File: config.mk
export PLATFORM = sky130hd
export DESIGN_NAME = mdio_master
export DESIGN_NICKNAME = d
export VERILOG_FILES = /design/src/rtl/mdio_pkg.sv /design/src/rtl/mdio_clkdiv.sv /design/src/rtl/mdio_frame.sv /design/src/rtl/mdio_master.sv
export SDC_FILE = /design/constraint.sdc
export NUM_CORES = 1
export LEC_CHECK = 0
export BUFFER_PORTS_ARGS = -buffer_cell sky130_fd_sc_hd__buf_2
export CORE_MARGIN = 5
export CORE_UTILIZATION = 23
export CTS_CLUSTER_SIZE = 14
export DETAILED_ROUTE_END_ITERATION = 10
export GPL_TIMING_DRIVEN = 0
export SLEW_MARGIN = 20
export SYNTH_ARGS = -nofsm -noshare
export SYNTH_HDL_FRONTEND = slang
export SYNTH_SLANG_ARGS = --single-unit
File: constraint.sdc
create_clock -name clk -period 2.9 [get_ports clk]
set_input_delay 0.145 -clock clk [delete_from_list [all_inputs] [get_ports clk]]
set_output_delay 0.145 -clock clk [all_outputs]
set_load 0.02 [all_outputs]
File: src/rtl/mdio_pkg.sv
package mdio_pkg;
  // host word indices
  localparam int RA_MODE = 0;
  localparam int RA_CMD  = 1;
  localparam int RA_ADDR = 2;
  localparam int RA_TX   = 3;
  localparam int RA_RX   = 4;
  localparam int RA_STAT = 5;

  // kind of frame currently in flight
  typedef enum logic [1:0] {
    OP_IDLE  = 2'd0,
    OP_WRITE = 2'd1,
    OP_READ  = 2'd2,
    OP_SCAN  = 2'd3
  } op_kind_t;
endpackage

File: src/rtl/mdio_clkdiv.sv
module mdio_clkdiv #(
  parameter int HALF_W = 7
) (
  input  logic              clk,
  input  logic              rst,
  input  logic [HALF_W-1:0] half,
  output logic              mdc,
  output logic              rise,
  output logic              fall
);
  logic [HALF_W-1:0] cnt;
  logic [HALF_W-1:0] lim;
  logic              term;

  assign lim  = (half == '0) ? HALF_W'(1) : half;
  assign term = (cnt >= lim - HALF_W'(1));
  assign rise = term & ~mdc;
  assign fall = term & mdc;

  always_ff @(posedge clk) begin
    if (rst) begin
      cnt <= '0;
      mdc <= 1'b0;
    end else if (term) begin
      cnt <= '0;
      mdc <= ~mdc;
    end else begin
      cnt <= cnt + HALF_W'(1);
    end
  end
endmodule

File: src/rtl/mdio_frame.sv
module mdio_frame #(
  parameter int PRE_LEN = 32,
  parameter int AW      = 5,
  parameter int DATA_W  = 16
) (
  input  logic              clk,
  input  logic              rst,
  input  logic              start,
  input  logic              is_read,
  input  logic              nopre,
  input  logic [AW-1:0]     phy,
  input  logic [AW-1:0]     regn,
  input  logic [DATA_W-1:0] wdata,
  input  logic              fall,
  input  logic              rise,
  input  logic              din,
  output logic              dout,
  output logic              doe,
  output logic              busy,
  output logic              done,
  output logic [DATA_W-1:0] rdata
);
  localparam int HDR = 4 + 2 * AW;          // start, opcode, two addresses
  localparam int FRM = HDR + 2 + DATA_W;    // plus turnaround and data
  localparam int CW  = $clog2(FRM + 1);
  localparam int PW  = $clog2(PRE_LEN + 1);
  localparam logic [CW-1:0] K_HDR  = CW'(HDR);
  localparam logic [CW-1:0] K_DATA = CW'(HDR + 2);
  localparam logic [CW-1:0] K_END  = CW'(FRM);

  logic [FRM-1:0] sh;
  logic [PW-1:0]  pre_left;
  logic [CW-1:0]  bit_idx;
  logic           rdmode;

  always_ff @(posedge clk) begin
    if (rst) begin
      sh       <= '0;
      pre_left <= '0;
      bit_idx  <= '0;
      rdmode   <= 1'b0;
      dout     <= 1'b0;
      doe      <= 1'b0;
      busy     <= 1'b0;
      done     <= 1'b0;
      rdata    <= '0;
    end else begin
      done <= 1'b0;
      if (!busy) begin
        if (start) begin
          busy     <= 1'b1;
          rdmode   <= is_read;
          sh       <= {2'b01, (is_read ? 2'b10 : 2'b01), phy, regn,
                       (is_read ? 2'b11 : 2'b10),
                       (is_read ? {DATA_W{1'b1}} : wdata)};
          pre_left <= nopre ? '0 : PW'(PRE_LEN);
          bit_idx  <= '0;
        end
      end else if (fall) begin
        if (pre_left != '0) begin
          dout     <= 1'b1;
          doe      <= 1'b1;
          pre_left <= pre_left - PW'(1);
        end else if (bit_idx != K_END) begin
          dout    <= sh[FRM-1];
          sh      <= {sh[FRM-2:0], 1'b0};
          doe     <= !(rdmode && (bit_idx >= K_HDR));
          bit_idx <= bit_idx + CW'(1);
        end else begin
          dout <= 1'b0;
          doe  <= 1'b0;
          busy <= 1'b0;
          done <= 1'b1;
        end
      end else if (rise && rdmode && (bit_idx > K_DATA)) begin
        rdata <= {rdata[DATA_W-2:0], din};
      end
    end
  end
endmodule

File: src/rtl/mdio_master.sv
module mdio_master #(
  parameter int            HOST_W  = 32,
  parameter int            ADDR_W  = 3,
  parameter int            DIV_W   = 8,
  parameter int            PHY_AW  = 5,
  parameter int            DATA_W  = 16,
  parameter int            PRE_LEN = 32,
  parameter int            REG_LSB = 8,
  parameter int            LINK_BIT = 2,
  parameter logic [7:0]    DIV_RST = 8'd20
) (
  input  logic              clk,
  input  logic              rst,
  input  logic              reg_wr,
  input  logic [ADDR_W-1:0] reg_addr,
  input  logic [HOST_W-1:0] reg_wdata,
  output logic [HOST_W-1:0] reg_rdata,
  output logic              mdc,
  output logic              mdio_out,
  output logic              mdio_oe,
  input  logic              mdio_in
);
  import mdio_pkg::*;

  localparam logic [ADDR_W-1:0] A_MODE = ADDR_W'(RA_MODE);
  localparam logic [ADDR_W-1:0] A_CMD  = ADDR_W'(RA_CMD);
  localparam logic [ADDR_W-1:0] A_ADDR = ADDR_W'(RA_ADDR);
  localparam logic [ADDR_W-1:0] A_TX   = ADDR_W'(RA_TX);
  localparam logic [ADDR_W-1:0] A_RX   = ADDR_W'(RA_RX);
  localparam logic [ADDR_W-1:0] A_STAT = ADDR_W'(RA_STAT);
  localparam logic [PHY_AW-1:0] LINK_REG = PHY_AW'(1);

  logic [DIV_W-1:0]  mode_div;
  logic              mode_nopre;
  logic [2:0]        cmd_q;
  logic [PHY_AW-1:0] phy_q, regn_q;
  logic [DATA_W-1:0] tx_q, rx_q;
  logic              link_fail, invalid, scan_act;
  op_kind_t          cur_kind;

  logic              rise, fall;
  logic              eng_busy, eng_done, eng_start, eng_read;
  logic [PHY_AW-1:0] eng_reg;
  logic [DATA_W-1:0] eng_rdata;
  logic [2:0]        fresh;
  logic              busy_s, go_wr, go_rd, go_scan, rescan;
  logic              wdata_unused;

  assign wdata_unused = ^reg_wdata[HOST_W-1:DATA_W];

  mdio_clkdiv #(.HALF_W(DIV_W-1)) u_div (
    .clk(clk), .rst(rst), .half(mode_div[DIV_W-1:1]),
    .mdc(mdc), .rise(rise), .fall(fall)
  );

  // launch decision: fresh bits only, idle only, write > read > scan
  always_comb begin
    fresh     = (reg_wr && reg_addr == A_CMD) ? (reg_wdata[2:0] & ~cmd_q) : 3'b000;
    busy_s    = eng_busy | scan_act;
    go_wr     = fresh[2] & ~busy_s;
    go_rd     = fresh[1] & ~fresh[2] & ~busy_s;
    go_scan   = fresh[0] & ~(|fresh[2:1]) & ~busy_s;
    rescan    = scan_act & eng_done & cmd_q[0];
    eng_start = go_wr | go_rd | go_scan | rescan;
    eng_read  = ~go_wr;
    eng_reg   = (go_scan | rescan) ? LINK_REG : regn_q;
  end

  mdio_frame #(.PRE_LEN(PRE_LEN), .AW(PHY_AW), .DATA_W(DATA_W)) u_frame (
    .clk(clk), .rst(rst), .start(eng_start), .is_read(eng_read),
    .nopre(mode_nopre), .phy(phy_q), .regn(eng_reg), .wdata(tx_q),
    .fall(fall), .rise(rise), .din(mdio_in),
    .dout(mdio_out), .doe(mdio_oe), .busy(eng_busy), .done(eng_done),
    .rdata(eng_rdata)
  );

  always_ff @(posedge clk) begin
    if (rst) begin
      mode_div   <= DIV_W'(DIV_RST);
      mode_nopre <= 1'b0;
      cmd_q      <= 3'b000;
      phy_q      <= '0;
      regn_q     <= '0;
      tx_q       <= '0;
      rx_q       <= '0;
      link_fail  <= 1'b0;
      invalid    <= 1'b0;
      scan_act   <= 1'b0;
      cur_kind   <= OP_IDLE;
    end else begin
      if (reg_wr) begin
        case (reg_addr)
          A_MODE: {mode_nopre, mode_div} <= reg_wdata[DIV_W:0];
          A_CMD:  cmd_q <= reg_wdata[2:0];
          A_ADDR: begin
            phy_q  <= reg_wdata[PHY_AW-1:0];
            regn_q <= reg_wdata[REG_LSB+PHY_AW-1:REG_LSB];
          end
          A_TX:   tx_q <= reg_wdata[DATA_W-1:0];
          default: ;
        endcase
      end
      if (go_wr) cur_kind <= OP_WRITE;
      if (go_rd) cur_kind <= OP_READ;
      if (go_scan) begin
        cur_kind <= OP_SCAN;
        scan_act <= 1'b1;
        invalid  <= 1'b1;
      end
      if (eng_done) begin
        if (cur_kind == OP_READ) rx_q <= eng_rdata;
        if (cur_kind == OP_SCAN) begin
          link_fail <= ~eng_rdata[LINK_BIT];
          invalid   <= 1'b0;
          if (!cmd_q[0]) scan_act <= 1'b0;
        end
      end
    end
  end

  always_ff @(posedge clk) begin
    if (rst) begin
      reg_rdata <= '0;
    end else begin
      case (reg_addr)
        A_MODE:  reg_rdata <= HOST_W'({mode_nopre, mode_div});
        A_CMD:   reg_rdata <= HOST_W'(cmd_q);
        A_ADDR:  reg_rdata <= HOST_W'({regn_q, {(REG_LSB-PHY_AW){1'b0}}, phy_q});
        A_TX:    reg_rdata <= HOST_W'(tx_q);
        A_RX:    reg_rdata <= HOST_W'(rx_q);
        A_STAT:  reg_rdata <= HOST_W'({invalid, busy_s, link_fail});
        default: reg_rdata <= '0;
      endcase
    end
  end
endmodule

== Yosys cells after proc, flatten, opt, wreduce, memory -nomap -nowiden ==
Index checks and enable logic that the tools add are counted.
Word-level totals
  flip-flop bits (word level): 164
  latch bits: 0
  RAM bits: 0
  memory bits (read-only): 0
  input bits: 39
  word-level logic and storage cells: 132
  memories kept: 0
Cells by class
  add/sub/neg operators: 4
  multiply operators: 0
  div/mod/pow operators: 0
  $lt $le $gt $ge: 3
  eq/ne operators: 12
  shift operators: 0
  multiplexer cells: 42
  bitwise gates (word level): 24
  reduce and logical (&&, ||, !) cells: 24
Operators by type and width (number)
  two-way mux 32 bit: 5
  one-hot mux 16 bit (6 select lines): 1
  two-way mux 6 bit: 10
  two-way mux 1 bit: 18
  two-way mux 16 bit: 1
  AND reduction 2 bit: 8
  AND 1 bit: 9
  two-way mux 2 bit: 4
  != test 2 bit, second input constant: 4
  inverter 1 bit: 8
  adder 7 x 1 -> 7 bit, second input constant: 1
  >= comparator 7 bit: 1
  logical NOT 7 bit: 1
  two-way mux 7 bit: 1
  subtractor 7 x 1 -> 7 bit, second input constant: 1
  adder 6 x 1 -> 6 bit, second input constant: 1
  == test 3 x 2 -> 1 bit, second input constant: 2
  == test 3 bit, second input constant: 2
  >= comparator 6 x 4 -> 1 bit, second input constant: 1
  > comparator 6 x 5 -> 1 bit, second input constant: 1
  != test 6 bit, second input constant: 1
  AND reduction 3 bit: 2
  nonzero test 6 bit: 1
  subtractor 6 x 1 -> 6 bit, second input constant: 1
  other kinds (15): 24

== Logic depth before layout (Yosys ltp) ==
Gate-level depths: netlist of the first run.
  word-level depth: 11
  depth in mapped cells: 13
  gate-level depth less buffers: 11

== Modules after synthesis ==
From an unflattened synthesis of the first run, not the netlist that was laid out.
Unflattened totals
  cell total of the unflattened synthesis: 772
  area, all modules: 6742.7 µm²
Modules (own cells, without submodules)
  mdio_master: instances 1, cells an instance 390, area each 3204.3 µm²
  mdio_frame: instances 1, cells an instance 314, area each 2950.3 µm²
  mdio_clkdiv: instances 1, cells an instance 68, area each 588.1 µm²

== Least setup slack after synthesis of the first run ==
No wires, ideal clock.
  path kind: register to register
  from: reg mode_div[3]
  to: reg u_frame.bit_idx[0]
  setup time: 129 ps
  data arrival time: 2886 ps
  data required time: 2771 ps
  setup slack: -115 ps
  cell stages (with the launch flop): 14
  clock period less this slack: 3015 ps
  path through: dfxtp_1 -> nor4_1 -> a21oi_1 -> ha_1 -> nand2_1 -> xor2_1 -> ha_1 -> a21o_1 -> a221o_1 -> a41o_1 -> buf_2 -> buf_2 -> nand4_1 -> o31ai_1
On the way
  cells in the longest elaborated chain, start to end: 7
RTL lines
  from (decl): RTL line mdio_master.sv:33  | logic [DIV_W-1:0] mode_div;
  from (signal assigned): RTL line mdio_master.sv:79  | mode_div <= DIV_W'(DIV_RST);
  from (signal assigned): RTL line mdio_master.sv:93  | A_MODE: {mode_nopre, mode_div} <= reg_wdata[DIV_W:0];
  logical NOT 7 bit: RTL line mdio_clkdiv.sv:15  | assign lim = (half == '0) ? HALF_W'(1) : half;
  two-way mux 7 bit (*): RTL line mdio_clkdiv.sv:15
  subtractor 7 x 1 -> 7 bit (*): RTL line mdio_clkdiv.sv:16  | assign term = (cnt >= lim - HALF_W'(1));
  >= comparator 7 bit (*): RTL line mdio_clkdiv.sv:16
  AND 1 bit (*): RTL line mdio_clkdiv.sv:18  | assign fall = term & mdc;
  != test 2 bit (no line) (*)
  AND reduction 4 bit (no line) (*)
  to (signal assigned): RTL line mdio_frame.sv:68  | bit_idx <= bit_idx + CW'(1);
  to (decl): RTL line mdio_frame.sv:33  | logic [CW-1:0] bit_idx;
Mark *: on every way between the ends. The rest lies on a longest branch, timed or not.
A chain may end at the register's enable or synchronous reset.

== Worst setup path in the final report of the first run ==
  from: reg mode_div[4]
  to: reg u_frame.bit_idx[0]
The elaborated chain is that of the path after synthesis.

==> run_results.csv, run 1 <==
group,metric,value,unit
global_route,antenna_found_initial,0,
sta,fin_crit,2961,ps
logic_synthesis,async_flop_share,0,%
worst_setup_path,reg2reg_from,"mode_div[4]",
detailed_routing,remaining_drc_errors,0,
placement,place_area,0.007506,mm2
die,row_count,62,
clocking,cts_tree,"yes",
cells_and_area,layout.cells.non_filler,1307,
global_route,grt_max_degree,17,
clocking,clock-sinks,148,
min_path,hold_class,"input port to flop",
die,io_pins,74,
worst_setup_path,critPathLaunch,"mode_div[4]",
worst_setup_path,crit_path_end_kind,"flop",
cells_and_area,final_common_cell,"dfxtp_1",
cells_and_area,fin_area,0.009104,mm2
cells_and_area,layout_common_cells,"dfxtp_1, nand2_1, a21oi_1, nor2_1, buf_2",
power_and_ir_drop,leakagePower,3.203,nW
sta,period_share,102.1,%
sta,slew_viol_final,0,
detailed_routing,wl_per_cell,16.61,um
global_route,overflow,0,
detailed_routing,dr.pass1.iters,5,
logic_synthesis,synth.distinct_cells,69,
detailed_routing,drt-initial-drc-count,488,
sta,fin_worst_skew,10.76,ps
die,start_util,23.38,%
global_route,grt_usage,12.62,%
detailed_routing,vias,6364,
placement,port_buffers,40,
power_and_ir_drop,comb_power_share,10.4,%
cells_and_area,area_growth,34.94,%
sta,whs,18.06,ps
sta,fmax,337.7,MHz
sta,worstMarginPinSlew,1267,ps
logic_synthesis,syn_area_per_cell,8.465,um2
power_and_ir_drop,p_per_area,543.6,mW/mm2
clocking,root_buffer,"clkbuf_16",
die,dieArea,0.03286,mm2
die,fp.coreArea,0.02886,mm2
worst_setup_path,cp_max_fo,8,
job,drv_cap,0,
worst_setup_path,r2r_end,"u_frame.bit_idx[0]",
run_status,violations,"setup timing",
power_and_ir_drop,peakVddDrop,288.6,uV
power_and_ir_drop,p_seq_share,42.5,%
power_and_ir_drop,p_clk_share,47.1,%
logic_synthesis,synth-main-ff-cell,"dfxtp_1",
clocking,cts_inserted_buffers,17,
power_and_ir_drop,intPower,3.690,mW
logic_synthesis,syn_inst,797,
worst_setup_path,endpoint,"u_frame.bit_idx[0]",
power_and_ir_drop,p_sw,1.259,mW
logic_synthesis,ys_seq_area_share,43.92,%
clocking,clk_pin_slew,70,ps
worst_setup_path,path_class,"flop to flop",
logic_synthesis,synth_edf_count,0,
logic_synthesis,yosysWarnings,0,
global_route,grt_pass1_vias,6194,
clocking,h-tree-depth,4,
sta,rsz0062_at_grt,"yes",
sta,fin_ws,-61.11,ps
cells_and_area,diodes,0,
cells_and_area,nets,962,
cells_and_area,nFillCells,3014,
logic_synthesis,syn_area,0.006746,mm2
worst_setup_path,r2r_cells,13,
clocking,clock_insertion_delay_worst_skew,430,ps
die,fp.dieH,181.3,um
detailed_routing,ant_nets,0,
placement,hpwlAfterDp,15150,um
worst_setup_path,start_kind,"flop",
power_and_ir_drop,switching_share,25.44,%
sta,final-setup-viol-count,51,
worst_setup_path,crit_required,3190,ps
global_route,grt_pass1_wl,33490,um
worst_setup_path,cp.arrival,3250,ps
die,fp.dieW,181.3,um
logic_synthesis,synth_seq_cells,148,
sta,finalHoldViolCount,0,
detailed_routing,drt_wl_total,21710,um
worst_setup_path,ff2ff_setup_slack,-60,ps
sta,relSlewSlack,14.86,%
placement,dp.cells,1236,
detailed_routing,viasPerCell,4.869,
placement,gp_congestion,0.8509,
clocking,clock_path_buffers,2,
run_status,status,"finished with violations",
cells_and_area,drive_gt1_share,25.24,%
==> power by group through the flow <==
| stage | Sequential (mW) | Combinational (mW) | Clock (mW) |
|---|---|---|---|
| 3_3_place_gp | 2.15 | 0.363 | 0 |
| 2_1_floorplan | 2.14 | 0.246 | 0 |
| 4_1_cts | 2.10 | 0.429 | 2.35 |
| 3_5_place_dp | 2.15 | 0.364 | 0 |
| 6_report | 2.10 | 0.514 | 2.33 |
| 5_1_grt | 2.11 | 0.551 | 2.45 |
==> per-layer routing <==
layer	share of wire [%]	track usage, %	vias to the layer above
met5	0	0	-
met4	1.7	3.663	0
met3	6.3	3.519	29
met2	48	21.03	191
met1	44	15.98	3082
li1	-	-	3062
==> metrics by stage <==
stage | total power [mW] | setup TNS, ps | utilization (%) | setup WS [ps]
5_1_grt | 5.107 | -11500 | 31.55 | -252.4
3_5_place_dp | 2.510 | -26710 | 26.01 | -511.7
3_3_place_gp | 2.508 | -23570 | 25.99 | -478.6
4_1_cts | 4.877 | -277.7 | 29.82 | -16.82
6_report | 4.949 | -1376 | 31.55 | -61.11
2_1_floorplan | 2.387 | 0 | - | 7.194
==> critical path, stage by stage, from the launching register on <==
cell	delay, ps
dfxtp_4	360
nor4_4	300
a21oi_2	120
buf_4	150
nand4b_1	100
xor2_1	160
ha_1	240
and2_4	160
a221o_1	370
a41o_4	340
buf_12	180
buf_12	140
nand4_1	80
o31ai_1	90
==> state kept, by name, indices dropped and copies added, names as in the netlist, 2 cells and up <==
signal / flops
cmd_q: 3
u_frame.pre_left: 6
u_frame.rdata: 16
reg_rdata: 16
phy_q: 5
regn_q: 5
u_frame.bit_idx: 6
u_div.cnt: 7
rx_q: 16
tx_q: 16
mode_div: 8
cur_kind: 2
u_frame.sh: 32
==> layout make-up <==
cell class | instances | area (um2) | share of cell area (%)
Clock buffer | 19 | 452.9 | 4.975
Timing Repair Buffer | 78 | 643.1 | 7.064
Tap cell | 384 | 480.5 | 5.278
Sequential cell | 148 | 2974 | 32.67
Clock inverter | 13 | 171.4 | 1.883
Buffer | 75 | 493.0 | 5.415
Multi-Input combinational cell | 579 | 3847 | 42.26
Inverter | 11 | 41.29 | 0.4535
==> how the worst min path moves through the flow <==
stage | start | to | slack [ps] | cells past startpoint
3_5_place_dp | reg_wdata[15] | tx_q[15] | 410 | 3
2_1_floorplan | reg_wdata[4] | mode_div[4] | 270 | 2
5_1_grt | reg_wdata[1] | mode_div[1] | 20 | 3
4_1_cts | reg_wdata[1] | mode_div[1] | 1 | 3
6_report | reg_wdata[1] | mode_div[1] | 20 | 3
3_3_place_gp | reg_wdata[14] | tx_q[14] | 400 | 3
==> Yosys cell counts (2+ instances only) <==
master,count,area [um2]
or3_1,3,18.77
a221oi_1,4,35.03
buf_4,22,165.2
nor2_1,54,202.7
nor4_1,3,18.77
o31ai_1,5,37.54
a22oi_1,16,120.1
a21oi_1,89,445.4
nor3_1,13,65.06
buf_1,2,7.510
or2_2,2,12.51
inv_1,9,33.78
xnor2_1,6,52.55
a21o_1,2,15.01
o2111ai_1,2,17.52
nand2b_1,7,43.79
mux2i_1,14,140.1
nand2_1,120,450.4
o21ai_0,24,120.1
nand4_1,4,25.02
o211ai_1,6,45.04
buf_6,3,33.78
clkbuf_1,38,142.6
ha_1,13,162.7
a22o_1,2,17.52
a31oi_1,6,37.54
nor2b_1,12,75.07
dfxtp_1,148,2963
nor3b_4,2,37.54
or4_1,2,15.01
o211a_1,2,20.02
o311a_1,2,20.02
a221o_1,3,30.03
and2_1,4,25.02
a31o_2,3,26.28
mux2_2,4,45.04
and3_1,2,12.51
xor2_1,7,61.31
o22ai_1,17,106.4
nand3_1,37,185.2
buf_2,9,45.04
clkinv_1,2,7.510
a211oi_1,46,345.3
==> kinds of logic (layout without fill, tap and decap cells) <==
group,after synthesis,count (layout),share of synthesized area [%]
simple gates,274,274,18.94
compound gates,244,245,23.72
flops,148,148,43.92
buf+inv,86,196,6.528
mux,18,18,2.745
fa+ha+maj,13,13,2.411
xor+xnor,13,13,1.688
other cells,1,16,0.05558
==> repair_timing <==
action	CTS	global route
hold endpoints to repair	22	0
setup buffers	13	5
gates resized for setup	50	68
pin swaps	12	22
cloned	3	4
setup endpoints to repair	72	72
hold buffers	14	0
(Power assumes the default switching activity.)
==> run 2, diff against run 1 <==
--- a/config.mk
+++ b/config.mk
@@ -11,6 +11,8 @@
 export CTS_CLUSTER_SIZE = 14
 export DETAILED_ROUTE_END_ITERATION = 10
 export GPL_TIMING_DRIVEN = 0
+export PLACE_DENSITY_LB_ADDON = 0.25
+export RECOVER_POWER = 50
 export SLEW_MARGIN = 20
 export SYNTH_ARGS = -nofsm -noshare
 export SYNTH_HDL_FRONTEND = slang
==> run 2 against run 1 <==
Net effect: the run still ends with setup timing left; total power shrank 1.0%; largest power group unchanged; critical endpoint is now u_frame.pre_left[2]; die area is the same; critical path depth shrank 1; global-route usage grew 0.94 points; worst hold slack gained 13 ps; cell area grew 0.33%; critical path type unchanged; clock-buffer cell count shrank 2.
==> run_results.csv, run 2 (synthesis results as in run 1) <==
group,metric,value,unit
run_status,status,"finished with violations",
run_status,violations,"setup timing",
sta,fin_ws,-113.9,ps
min_path,min_to,"mode_div[0]",
min_path,hold_path_depth,3,
worst_setup_path,slowest_delay,440,ps
die,start_util,23.38,%
worst_setup_path,worst-path-buf-inv,2,
power_and_ir_drop,leakagePower,3.082,nW
worst_setup_path,r2r_end,"u_frame.pre_left[2]",
detailed_routing,wl_per_cell,17.79,um
sta,finalHoldViolCount,0,
placement,gp_congestion,0.8118,
worst_setup_path,crit_path_end_kind,"flop",
global_route,grt_pass1_wl,35420,um
worst_setup_path,start_kind,"flop",
power_and_ir_drop,report.power.total,4.897,mW
sta,fmax,331.8,MHz
power_and_ir_drop,p_per_area,536.1,mW/mm2
die,fp.dieH,181.3,um
clocking,clk_pin_slew,70,ps
sta,fin_worst_skew,11.66,ps
worst_setup_path,crit_family,"compound AO/OA/AOI/OAI gates",
worst_setup_path,cp_max_fo,8,
sta,whs,31.27,ps
global_route,grt_max_degree,17,
min_path,holdCritStartpoint,"reg_wdata[0]",
clocking,clock-sinks,148,
detailed_routing,drt-initial-drc-count,307,
detailed_routing,viasPerCell,4.817,
worst_setup_path,path_cells,"nor4_4 -> a21oi_2 -> ha_2 -> buf_4 -> xnor2_1 -> ha_1 -> nand2_1 -> o21ai_4 -> a41oi_4 -> buf_12 -> o311a_1 -> a221o_1",
global_route,grt_usage,13.57,%
cells_and_area,diodes,0,
clocking,clock_insertion_delay_worst_skew,430,ps
die,row_count,62,
clocking,root_buffer,"clkbuf_16",
sta,final-setup-viol-count,60,
sta,worstMarginPinSlew,872.3,ps
detailed_routing,ant_nets,0,
cells_and_area,area_growth,35.39,%
detailed_routing,drt_wl_total,23260,um
sta,period_share,103.9,%
clocking,h-tree-depth,4,
worst_setup_path,r2r_cells,12,
cells_and_area,nets,962,
worst_setup_path,cp.arrival,3330,ps
die,dieArea,0.03286,mm2
global_route,grt_pass1_vias,6137,
die,fp.dieW,181.3,um
placement,hpwlAfterDp,16100,um
worst_setup_path,ff2ff_setup_slack,-110,ps
clocking,cts_tree,"yes",
clocking,cts_inserted_buffers,17,
die,fp.coreArea,0.02886,mm2
worst_setup_path,crit_required,3220,ps
cells_and_area,regMostFlops,"u_frame.sh",
placement,port_buffers,40,
global_route,overflow,0,
cells_and_area,largest_reg_flops,32,
clocking,clock_path_buffers,2,
sta,fin_crit,3014,ps
power_and_ir_drop,peakVddDrop,347.6,uV
sta,rsz0062_at_grt,"yes",
sta,relSlewSlack,41.85,%
global_route,antenna_found_initial,0,
sta,slew_viol_final,0,
detailed_routing,dr.pass1.iters,5,
cells_and_area,layout_common_cells,"dfxtp_1, nand2_1, a21oi_1, clkbuf_1, nor2_1",
cells_and_area,drive_gt1_share,24.49,%
worst_setup_path,path_class,"flop to flop",
worst_setup_path,reg2reg_from,"mode_div[4]",
die,io_pins,74,
job,drv_cap,0,
detailed_routing,vias,6296,
worst_setup_path,cpMaxStageDelayCell,"o311a_1",
cells_and_area,final_common_cell,"dfxtp_1",
detailed_routing,remaining_drc_errors,0,
min_path,hold_class,"input port to flop",
==> run 2: cell count changes in the layout (fill, tap and decap cells not counted), sizes merged <==
| cell | before | now |
|---|---|---|
| buf | 98 | 74 |
| bufinv | 3 | 2 |
| clkbuf | 60 | 81 |
| clkinv | 7 | 6 |
| clkinvlp | 2 | 3 |
| dlygate4sd3 | 14 | 15 |
| inv | 12 | 15 |
==> run 2: cell type report <==
class	count	area, um2
Buffer	75	501.7
Multi-Input combinational cell	579	3935
Clock inverter	15	168.9
Fill cell	3114	19720
Inverter	11	41.29
Tap cell	384	480.5
Timing Repair Buffer	78	606.8
Sequential cell	148	2974
Clock buffer	17	425.4
==> run 2: metal layers <==
metal,track usage [%],routed length (um),vias up
met3,2.614,932,26
li1,-,-,3076
met1,18.48,11110,3053
met4,3.633,333,0
met5,0,0,-
met2,22.02,10890,141
==> run 2: worst reg2reg max path, delay by kind of cell (launching register included) <==
family | cells | cell delay [ps]
AO/OA/AOI/OAI | 5 | 1230
adder cells (fa/ha/maj) | 2 | 490
AND/OR/NAND/NOR | 2 | 380
flip-flops | 1 | 360
buffers and inverters | 2 | 310
XOR/XNOR | 1 | 120
==> run 2: through the flow <==
step | utilization [%] | area, um2 | setup TNS [ps] | worst slack, ps | instances
detailed placement | 26.05 | 7518 | -32270 | -603.6 | 1237
floorplan | - | 6820 | 0 | 7.194 | 812
global route | 31.65 | 9134 | -10610 | -211.5 | 1307
global placement | 25.99 | 7501 | -30020 | -592.7 | 1236
finish | 31.65 | 9134 | -3700 | -113.9 | 1307
CTS | 29.77 | 8592 | -1925 | -54.69 | 1300
==> run 2: worst max-delay path by stage <==
stage                     start                  end  slack (ps)  cells after the start
floorplan           mode_div[6]   u_frame.bit_idx[0]           7                     13
global placement    mode_div[6]         u_div.cnt[2]        -590                     12
detailed placement  mode_div[6]         u_div.cnt[2]        -600                     12
CTS                 mode_div[3]       u_frame.sh[24]         -50                     12
global route        mode_div[4]  u_frame.pre_left[2]        -210                     12
finish              mode_div[4]  u_frame.pre_left[2]        -110                     12
==> run 2: what timing repair did <==
item,in CTS,in global routing
setup buffers,13,3
hold endpoints to repair,29,0
gates cloned,3,4
gates resized for setup,51,89
hold buffers,15,0
pin swaps,11,29
setup endpoints to repair,72,71
==> run 2: power breakdown <==
| group | leakage [nW] | switching (mW) | internal, mW |
|---|---|---|---|
| sequential | 1.20 | 0.0341 | 2.07 |
| clock | 0.283 | 0.984 | 1.29 |
| combinational | 1.60 | 0.316 | 0.206 |
| total | 3.08 | 1.33 | 3.56 |
